<file path="src/rtl/hwloop_pkg.sv">
// Shared types for the hardware loop controller.
// Assumes fixed-length instructions and a retiring PC that runs 4 bytes ahead.
package hwloop_pkg;

    // Body-size code latched at set-count; nonzero codes give the body length
    typedef enum logic [1:0] {
        BODY_LONG  = 2'b00,
        BODY_ONE   = 2'b01,
        BODY_TWO   = 2'b10,
        BODY_THREE = 2'b11
    } body_e;

    // Instruction slots between the detection point and the last body instruction
    localparam int unsigned LONG_DET_SLOTS = 3;

    // Number of slots from detection to loop end for a given body code
    function automatic int unsigned slots_after_det(input body_e b);
        return (b == BODY_LONG) ? LONG_DET_SLOTS : int'(b);
    endfunction

endpackage

</file>
<file path="src/rtl/hwloop_cfg.sv">
// Loop configuration registers: start, end and the derived body-size code.
// Assumes the size code is sampled from the start register as it stands
// when the set-count strobe arrives (same-cycle start writes are not seen).
module hwloop_cfg
    import hwloop_pkg::*;
#(
    parameter int ADDR_W = 32
) (
    input  logic              clk,
    input  logic              rst_n,
    input  logic              start_wr_en,
    input  logic [ADDR_W-1:0] start_wr_data,
    input  logic              end_wr_en,
    input  logic [ADDR_W-1:0] end_wr_data,
    input  logic              count_wr_en,
    output logic [ADDR_W-1:0] start_q,
    output logic [ADDR_W-1:0] end_q,
    output body_e             body_q
);

    logic short_enc;

    // Start values 1..3 mark a short body rather than an address
    assign short_enc = (start_q[ADDR_W-1:2] == '0) && (start_q[1:0] != 2'b00);

    // Register writes and size-code capture at set-count
    always_ff @(posedge clk) begin
        if (!rst_n) begin
            start_q <= '0;
            end_q   <= '0;
            body_q  <= BODY_LONG;
        end else begin
            if (start_wr_en) start_q <= start_wr_data;
            if (end_wr_en)   end_q   <= end_wr_data;
            if (count_wr_en) body_q  <= short_enc ? body_e'(start_q[1:0]) : BODY_LONG;
        end
    end

endmodule

</file>
<file path="src/rtl/hwloop_match.sv">
// Address comparators: finds the detection retire and the armed loop-end
// retire, and forms the redirect target. Purely combinational.
// Assumes ret_pc is the retiring instruction address plus 4.
module hwloop_match
    import hwloop_pkg::*;
#(
    parameter int ADDR_W      = 32,
    parameter int INSTR_BYTES = 2
) (
    input  logic              ret_valid,
    input  logic [ADDR_W-1:0] ret_pc,
    input  logic [ADDR_W-1:0] start_q,
    input  logic [ADDR_W-1:0] end_q,
    input  body_e             body_q,
    input  logic              armed_q,
    output logic              det_hit,
    output logic              end_hit,
    output logic [ADDR_W-1:0] target
);

    localparam logic [ADDR_W-1:0] PC_AHEAD = ADDR_W'(4);
    localparam logic [ADDR_W-1:0] IBYTES   = ADDR_W'(INSTR_BYTES);

    logic [ADDR_W-1:0] det_addr;
    logic [ADDR_W-1:0] last_addr;
    logic [ADDR_W-1:0] ret_addr;

    // Derive detection, last-instruction and retiring addresses
    always_comb begin
        det_addr  = end_q - PC_AHEAD;
        last_addr = det_addr + ADDR_W'(slots_after_det(body_q)) * IBYTES;
        ret_addr  = ret_pc - PC_AHEAD;
    end

    // Hit detection and target selection
    always_comb begin
        det_hit = ret_valid && (ret_pc == end_q);
        end_hit = ret_valid && armed_q && (ret_addr == last_addr);
        target  = (body_q == BODY_LONG) ? start_q : det_addr + IBYTES;
    end

endmodule

</file>
<file path="src/rtl/hwloop_seq.sv">
// Repeat counter, arm state and registered redirect pulse.
// Assumes det_hit and end_hit are never high together (they are distinct
// addresses) and that at most one retire arrives per cycle.
module hwloop_seq #(
    parameter int ADDR_W = 32,
    parameter int CNT_W  = 12
) (
    input  logic              clk,
    input  logic              rst_n,
    input  logic              count_wr_en,
    input  logic [CNT_W-1:0]  count_wr_data,
    input  logic              det_hit,
    input  logic              ret_taken,
    input  logic              end_hit,
    input  logic [ADDR_W-1:0] target,
    output logic [CNT_W-1:0]  count_q,
    output logic              armed_q,
    output logic              redirect_valid,
    output logic [ADDR_W-1:0] redirect_pc
);

    localparam logic [CNT_W-1:0] TWO = CNT_W'(2);

    // Priority: set-count, then loop end, then detection
    always_ff @(posedge clk) begin
        if (!rst_n) begin
            count_q        <= '0;
            armed_q        <= 1'b0;
            redirect_valid <= 1'b0;
            redirect_pc    <= '0;
        end else begin
            redirect_valid <= 1'b0;
            if (count_wr_en) begin
                count_q <= count_wr_data;
                armed_q <= 1'b0;
            end else if (end_hit) begin
                if (count_q >= TWO) begin
                    count_q        <= count_q - CNT_W'(1);
                    redirect_valid <= 1'b1;
                    redirect_pc    <= target;
                end else begin
                    count_q <= '0;
                    armed_q <= 1'b0;
                end
            end else if (det_hit) begin
                armed_q <= !ret_taken && (count_q != '0);
            end
        end
    end

endmodule

</file>
<file path="src/rtl/hwloop_ctrl.sv">
// Top of the zero-overhead loop controller: configuration registers,
// address comparators and the count/redirect sequencer.
// Assumes a single in-order retire stream; no flush or exception handling.
module hwloop_ctrl
    import hwloop_pkg::*;
#(
    parameter int ADDR_W      = 32,
    parameter int CNT_W       = 12,
    parameter int INSTR_BYTES = 2
) (
    input  logic              clk,
    input  logic              rst_n,
    input  logic              start_wr_en,
    input  logic [ADDR_W-1:0] start_wr_data,
    input  logic              end_wr_en,
    input  logic [ADDR_W-1:0] end_wr_data,
    input  logic              count_wr_en,
    input  logic [CNT_W-1:0]  count_wr_data,
    input  logic              ret_valid,
    input  logic [ADDR_W-1:0] ret_pc,
    input  logic              ret_taken,
    output logic              redirect_valid,
    output logic [ADDR_W-1:0] redirect_pc,
    output logic [CNT_W-1:0]  count_out,
    output logic [1:0]        size_out
);

    logic [ADDR_W-1:0] start_q;
    logic [ADDR_W-1:0] end_q;
    body_e             body_q;
    logic              armed_q;
    logic              det_hit;
    logic              end_hit;
    logic [ADDR_W-1:0] target;

    hwloop_cfg #(.ADDR_W(ADDR_W)) u_cfg (
        .clk           (clk),
        .rst_n         (rst_n),
        .start_wr_en   (start_wr_en),
        .start_wr_data (start_wr_data),
        .end_wr_en     (end_wr_en),
        .end_wr_data   (end_wr_data),
        .count_wr_en   (count_wr_en),
        .start_q       (start_q),
        .end_q         (end_q),
        .body_q        (body_q)
    );

    hwloop_match #(.ADDR_W(ADDR_W), .INSTR_BYTES(INSTR_BYTES)) u_match (
        .ret_valid (ret_valid),
        .ret_pc    (ret_pc),
        .start_q   (start_q),
        .end_q     (end_q),
        .body_q    (body_q),
        .armed_q   (armed_q),
        .det_hit   (det_hit),
        .end_hit   (end_hit),
        .target    (target)
    );

    hwloop_seq #(.ADDR_W(ADDR_W), .CNT_W(CNT_W)) u_seq (
        .clk            (clk),
        .rst_n          (rst_n),
        .count_wr_en    (count_wr_en),
        .count_wr_data  (count_wr_data),
        .det_hit        (det_hit),
        .ret_taken      (ret_taken),
        .end_hit        (end_hit),
        .target         (target),
        .count_q        (count_out),
        .armed_q        (armed_q),
        .redirect_valid (redirect_valid),
        .redirect_pc    (redirect_pc)
    );

    // Expose the size code as a plain vector
    assign size_out = body_q;

endmodule

</file>
<file path="config.mk">
export PLATFORM = sky130hd
export DESIGN_NAME = hwloop_ctrl
export DESIGN_NICKNAME = d
export VERILOG_FILES = /design/src/rtl/hwloop_pkg.sv /design/src/rtl/hwloop_cfg.sv /design/src/rtl/hwloop_match.sv /design/src/rtl/hwloop_seq.sv /design/src/rtl/hwloop_ctrl.sv
export SDC_FILE = /design/constraint.sdc
export NUM_CORES = 1
export LEC_CHECK = 0
export BUFFER_PORTS_ARGS = -buffer_cell sky130_fd_sc_hd__clkbuf_2
export CORE_ASPECT_RATIO = 0.75
export CORE_MARGIN = 2
export CORE_UTILIZATION = 40
export DETAILED_ROUTE_END_ITERATION = 8
export PLACE_DENSITY = 0.58
export SETUP_SLACK_MARGIN = 0.02
export SYNTH_ARGS = -nofsm -noshare
export SYNTH_HDL_FRONTEND = slang
export SYNTH_SLANG_ARGS = --single-unit
</file>
<file path="constraint.sdc">
create_clock -name clk -period 12.7 [get_ports clk]
set_input_delay 2.54 -clock clk [delete_from_list [all_inputs] [get_ports clk]]
set_output_delay 2.54 -clock clk [all_outputs]
set_load 0.01 [all_outputs]
</file>
# Word level (Yosys, flattened, before mapping)
# Index checks and enable logic that the tools add are counted.
# op_classes
n_addsub,5
magnitude_cmp,1
eq_ne,3
n_mux,10
n_bitwise,3
reduce_logical,16
# op_table
operator,n
$eq 32x32->1,2
$sub 32x3->32 const B,2
$mux 12,3
$add 32x2->32 const B,1
$add 32x32->32,1
$mux 32,1
$logic_not 30->1,1
$ge 12x2->1 const B,1
$reduce_bool 12->1,1
$sub 12x1->12 const B,1
$reduce_bool 2->1,3
$logic_and 1x1->1,5
$mux 1,4
$mux 2,2
$not 1->1,3
$reduce_and 3->1,1
$reduce_or 3->1,1
$logic_not 2->1,1
$ne 2x2->1 const B,1
$reduce_and 2->1,1
$reduce_or 2->1,1
$logic_not 1->1,1
# word_totals
reg_bits,112
in_bits,115
out_inout_bits,47
elab_cells,45

# Logic depth before layout (Yosys ltp)
# logic_depth
ltp_word,7
mapped_depth,18
ltp_nobuf,13

# Modules after synthesis
# Synthesis repeated with hierarchy kept, for this count alone.
# unflattened
cells_unflattened,1066
hier_area_um2,8861.0
# modules_own_cells
module,instances,cells_each,area_per_inst_um2,seq_area_each_um2
hwloop_match,1,590,3976.3,0.0
hwloop_cfg,1,225,2575.0,1321.3
hwloop_seq,1,251,2309.7,920.9

# Worst setup path after synthesis
# OpenSTA, ideal clock, no wires.
# synth_timing
path_kind,input-to-reg
from,input ret_pc[2]
to,register u_seq.redirect_pc[29]
setup_time_ns,0.122
t_arrival_ns,5.760
t_required_ns,12.578
path_slack_ns,6.817
cell_stages,14
path_buffers,3
path_cell_list,clkbuf_1 -> or4_1 -> clkbuf_1 -> o31a_1 -> o211a_1 -> a211oi_1 -> or2_1 -> nand4_1 -> or4b_1 -> nor4bb_1 -> and4b_1 -> nand3_4 -> buf_6 -> mux2i_1
# synth_via
elab_chain_cells,4
# synth_rtl
item,line,text
from (decl),hwloop_ctrl.sv:20,"input logic [ADDR_W-1:0] ret_pc,"
$sub 32x3->32,hwloop_match.sv:32,ret_addr = ret_pc - PC_AHEAD;
$eq 32x32->1,hwloop_match.sv:38,end_hit = ret_valid && armed_q && (ret_addr == last_addr);
$logic_and 1x1->1,hwloop_match.sv:38,
$reduce_and 3->1 (no source line),--,
to (signal assigned),hwloop_seq.sv:40,redirect_pc <= target;
to (decl),hwloop_seq.sv:19,output logic [ADDR_W-1:0] redirect_pc
# Every way passes these cells.
# A chain may end at the register's enable or synchronous reset.

# Worst setup path after layout
# layout_timing
from,input ret_pc[6]
to,register u_seq.count_q[4]
# layout_via
elab_chain_cells,4
# layout_rtl
item,line,text
$sub 32x3->32,hwloop_match.sv:32,
$eq 32x32->1,hwloop_match.sv:38,
$logic_and 1x1->1,hwloop_match.sv:38,
$reduce_bool 2->1 (no source line),--,
to (signal assigned),hwloop_seq.sv:34,count_q <= count_wr_data;
to (signal assigned),hwloop_seq.sv:38,count_q <= count_q - CNT_W'(1);
to (decl),hwloop_seq.sv:16,"output logic [CNT_W-1:0] count_q,"
# Every way passes these cells.

==> flow_summary.yaml <==
place:
  place_area_um2: 9587
  numPortBuffers: 161
  place_ws_ns: 5.518
  dp_cells: 1461
  dp_hpwl_mm: 21.86
  gp_congestion: 0.9347
cells_and_area:
  antenna_cells: 0
  fin_util: 0.4655
  nets: 1307
  drive_above_1_share: 0.1758
  fin_area_um2: 9887
  layout_commonest_cell: "clkbuf_2"
  finalNonFillerCells: 1477
  mostFrequentLayoutCells: "clkbuf_2 (160), nand2_1 (134), dfxtp_1 (112), mux2i_1 (99), xnor2_1 (94)"
  syn_to_final_growth_pct: 13.89
drt:
  vias: 8266
  drcViolationCount: 0
  firstDrtPassIters: 5
  route.top_layer_used: "met4"
  met1_length_mm: 13.94
  wl_met2_mm: 11.92
  drtIter0Drc: 856
  finalWirelength_mm: 27.94
  drt-wirelength-per-cell_um: 18.92
  wl_met3_mm: 1.807
  via_per_inst: 5.596
  antenna_left: 0
critical_path:
  worst-path-max-fanout: 18
  rr_worst_depth: 13
  start_kind: "primary input"
  r2r_slack_ns: 6.86
  crit_start: "ret_pc[6]"
  worst_setup_path_end_kind: "flip-flop"
  critPathKind: "primary input to flip-flop"
  r2r_start: "u_cfg.end_q[2]$_SDFFE_PN0P_"
  crit_path_end: "u_seq.count_q[4]$_SDFFE_PN0P_"
  r2r_end: "u_seq.redirect_pc[17]$_SDFFE_PN0P_"
  required_ns: 13.00
  critical_path_arrival_ns: 7.21
die:
  num_rows: 46
  coreArea_um2: 21240
  die_w_um: 174.1
  io_pins: 162
  dieArea_um2: 22910
  die_h_um: 131.6
  initial_utilization: 0.4087
power:
  vdd_drop_max_mv: 0.05291
  power_mw: 0.9441
  intPower_mw: 0.6129
  p_comb_frac: 0.271
  switchingPower_mw: 0.3312
  p_per_area_nw_per_um2: 95.49
  sequentialPowerShare: 0.415
  switching_share: 0.3508
  power.share.clock: 0.315
  power.leakage_nw: 3.992
clock_tree:
  post_cts_resize_count: 0
  cts.path.max_buffers: 2
  clkSinkCount: 112
  insertion_delay_ns: 0.37
  cts_made_buffers: 9
  root_buffer: "clkbuf_16"
  clk_pin_slew_ns: 0.09
  htreeDepth: 3
  cts_tree: "done"
  hold_buffers: 0
  post_cts_buffers: 0
synth:
  synth-seq-cells: 112
  ys_seq_area_frac: 0.2583
  ys.flop_type: "dfxtp_1"
  yosys_warnings: 0
  syn_area_per_cell_um2: 8.045
  synth_cell_types: 70
  synth_nets: 1202
  synth_cells: 1079
  synth-edff-count: 0
  ys_async_sr_fraction: 0
  netlist_area_um2: 8681
sta:
  maxSlewViolCount: 0
  timing.final.crit_period_ns: 6.909
  finalHoldViolCount: 0
  worst_pin_slew_ns: 1.193
  max_clock_freq_mhz: 144.7
  relSlewSlack: 0.2030
  finalCritPeriodShare: 0.5440
  final-setup-viol-count: 0
  setup_ws_ns: 5.791
  fin_setup_tns_ns: 0
  holdWs_ns: 0.4611
  finalClockSkew_ns: 0.01182
  rsz0062_at_grt: "no"
global_routing:
  gr-total-overflow: 0
  grt_pass1_vias: 7713
  grt_max_degree: 99
  grt_pass1_wl_mm: 44.26
  antenna_found_initial: 0
  track_usage: 0.2439
run:
  cap_violations: 0
status:
  status: "finished clean"
min_path:
  hp-class: "flip-flop to flip-flop"
## flip-flops by register name (all words and copies together) (netlist names)
register              cells
u_seq.redirect_pc        32
u_cfg.start_q            32
u_seq.armed_q             1
u_seq.count_q            12
u_cfg.body_q              2
u_cfg.end_q              32
u_seq.redirect_valid      1
## worst max-delay path, stage by stage
cell,delay [ns]
clkbuf_2,0.13
nor4_1,0.89
nand4_1,0.54
xor3_1,0.56
nor2_1,0.13
mux2i_1,0.08
a2111oi_0,0.35
nor3_1,0.11
a211oi_1,0.54
nand4_2,0.56
or4_1,0.62
a31oi_1,0.16
## cell usage after synthesis (7+ instances only)
cell type,instances,area [um2]
o211ai_1,16,120.1
dfxtp_1,112,2242
and4_1,7,61.31
a21oi_1,9,45.04
inv_1,10,37.54
nand4_1,20,125.1
o21ai_0,45,225.2
nor2_1,48,180.2
a211oi_1,7,52.55
mux2i_1,99,991.0
clkbuf_1,57,214.0
and2_1,11,68.82
nand3_1,34,170.2
or3_1,16,100.1
nor3_1,35,175.2
xor2_1,48,420.4
nor2b_1,70,437.9
a31oi_1,10,62.56
xnor2_1,94,823.3
nand2_1,134,503.0
nand2b_1,9,56.30
nor4_1,36,225.2
ha_1,7,87.58
or4_1,23,172.7
## power groups by stage
stage                     Sequential (mW)  Clock (mW)  Combinational, mW
after global routing                0.394       0.317              0.280
final                               0.391       0.297              0.256
after detailed placement            0.399           0              0.252
after global placement              0.399           0              0.251
after floorplan                     0.385           0              0.186
after CTS                           0.391       0.305              0.254
## final cells by class
type,count,area [um2]
fill,2151,11350
inverter,10,37.54
tap,288,360.3
sequential,112,2242
clock buffer,9,225.2
clock inverter,7,75.07
multi-input combinational,883,6086
timing repair buffer,168,860.8
## kinds of logic after synthesis
family,share of synthesized area
simple gates,0.3110
xor+xnor,0.1539
compound gates,0.1048
flops,0.2583
mux,0.1180
buf+inv,0.04151
fa+ha+maj,0.01240
## metal layers
layer	vias up	track usage
li1	4075	-
met1	3869	0.3626
met2	297	0.3665
met3	25	0.04659
met4	0	0.04248
met5	-	0
## worst min path at each step
| stage | start | endpoint | slack [ns] | cells after the start |
|---|---|---|---|---|
| 6_report | u_seq.redirect_pc[30]$_SDFFE_PN0P_ | u_seq.redirect_pc[30]$_SDFFE_PN0P_ | 0.46 | 2 |
| 5_1_grt | u_seq.redirect_pc[14]$_SDFFE_PN0P_ | u_seq.redirect_pc[14]$_SDFFE_PN0P_ | 0.48 | 2 |
| 4_1_cts | u_seq.redirect_pc[14]$_SDFFE_PN0P_ | u_seq.redirect_pc[14]$_SDFFE_PN0P_ | 0.46 | 2 |
| 3_5_place_dp | u_seq.redirect_pc[14]$_SDFFE_PN0P_ | u_seq.redirect_pc[14]$_SDFFE_PN0P_ | 0.45 | 2 |
| 3_3_place_gp | u_seq.redirect_pc[12]$_SDFFE_PN0P_ | u_seq.redirect_pc[12]$_SDFFE_PN0P_ | 0.45 | 2 |
| 2_1_floorplan | u_seq.armed_q$_SDFFE_PP0P_ | u_seq.armed_q$_SDFFE_PP0P_ | 0.46 | 2 |
Note: power is estimated with default switching activity, not from simulation.
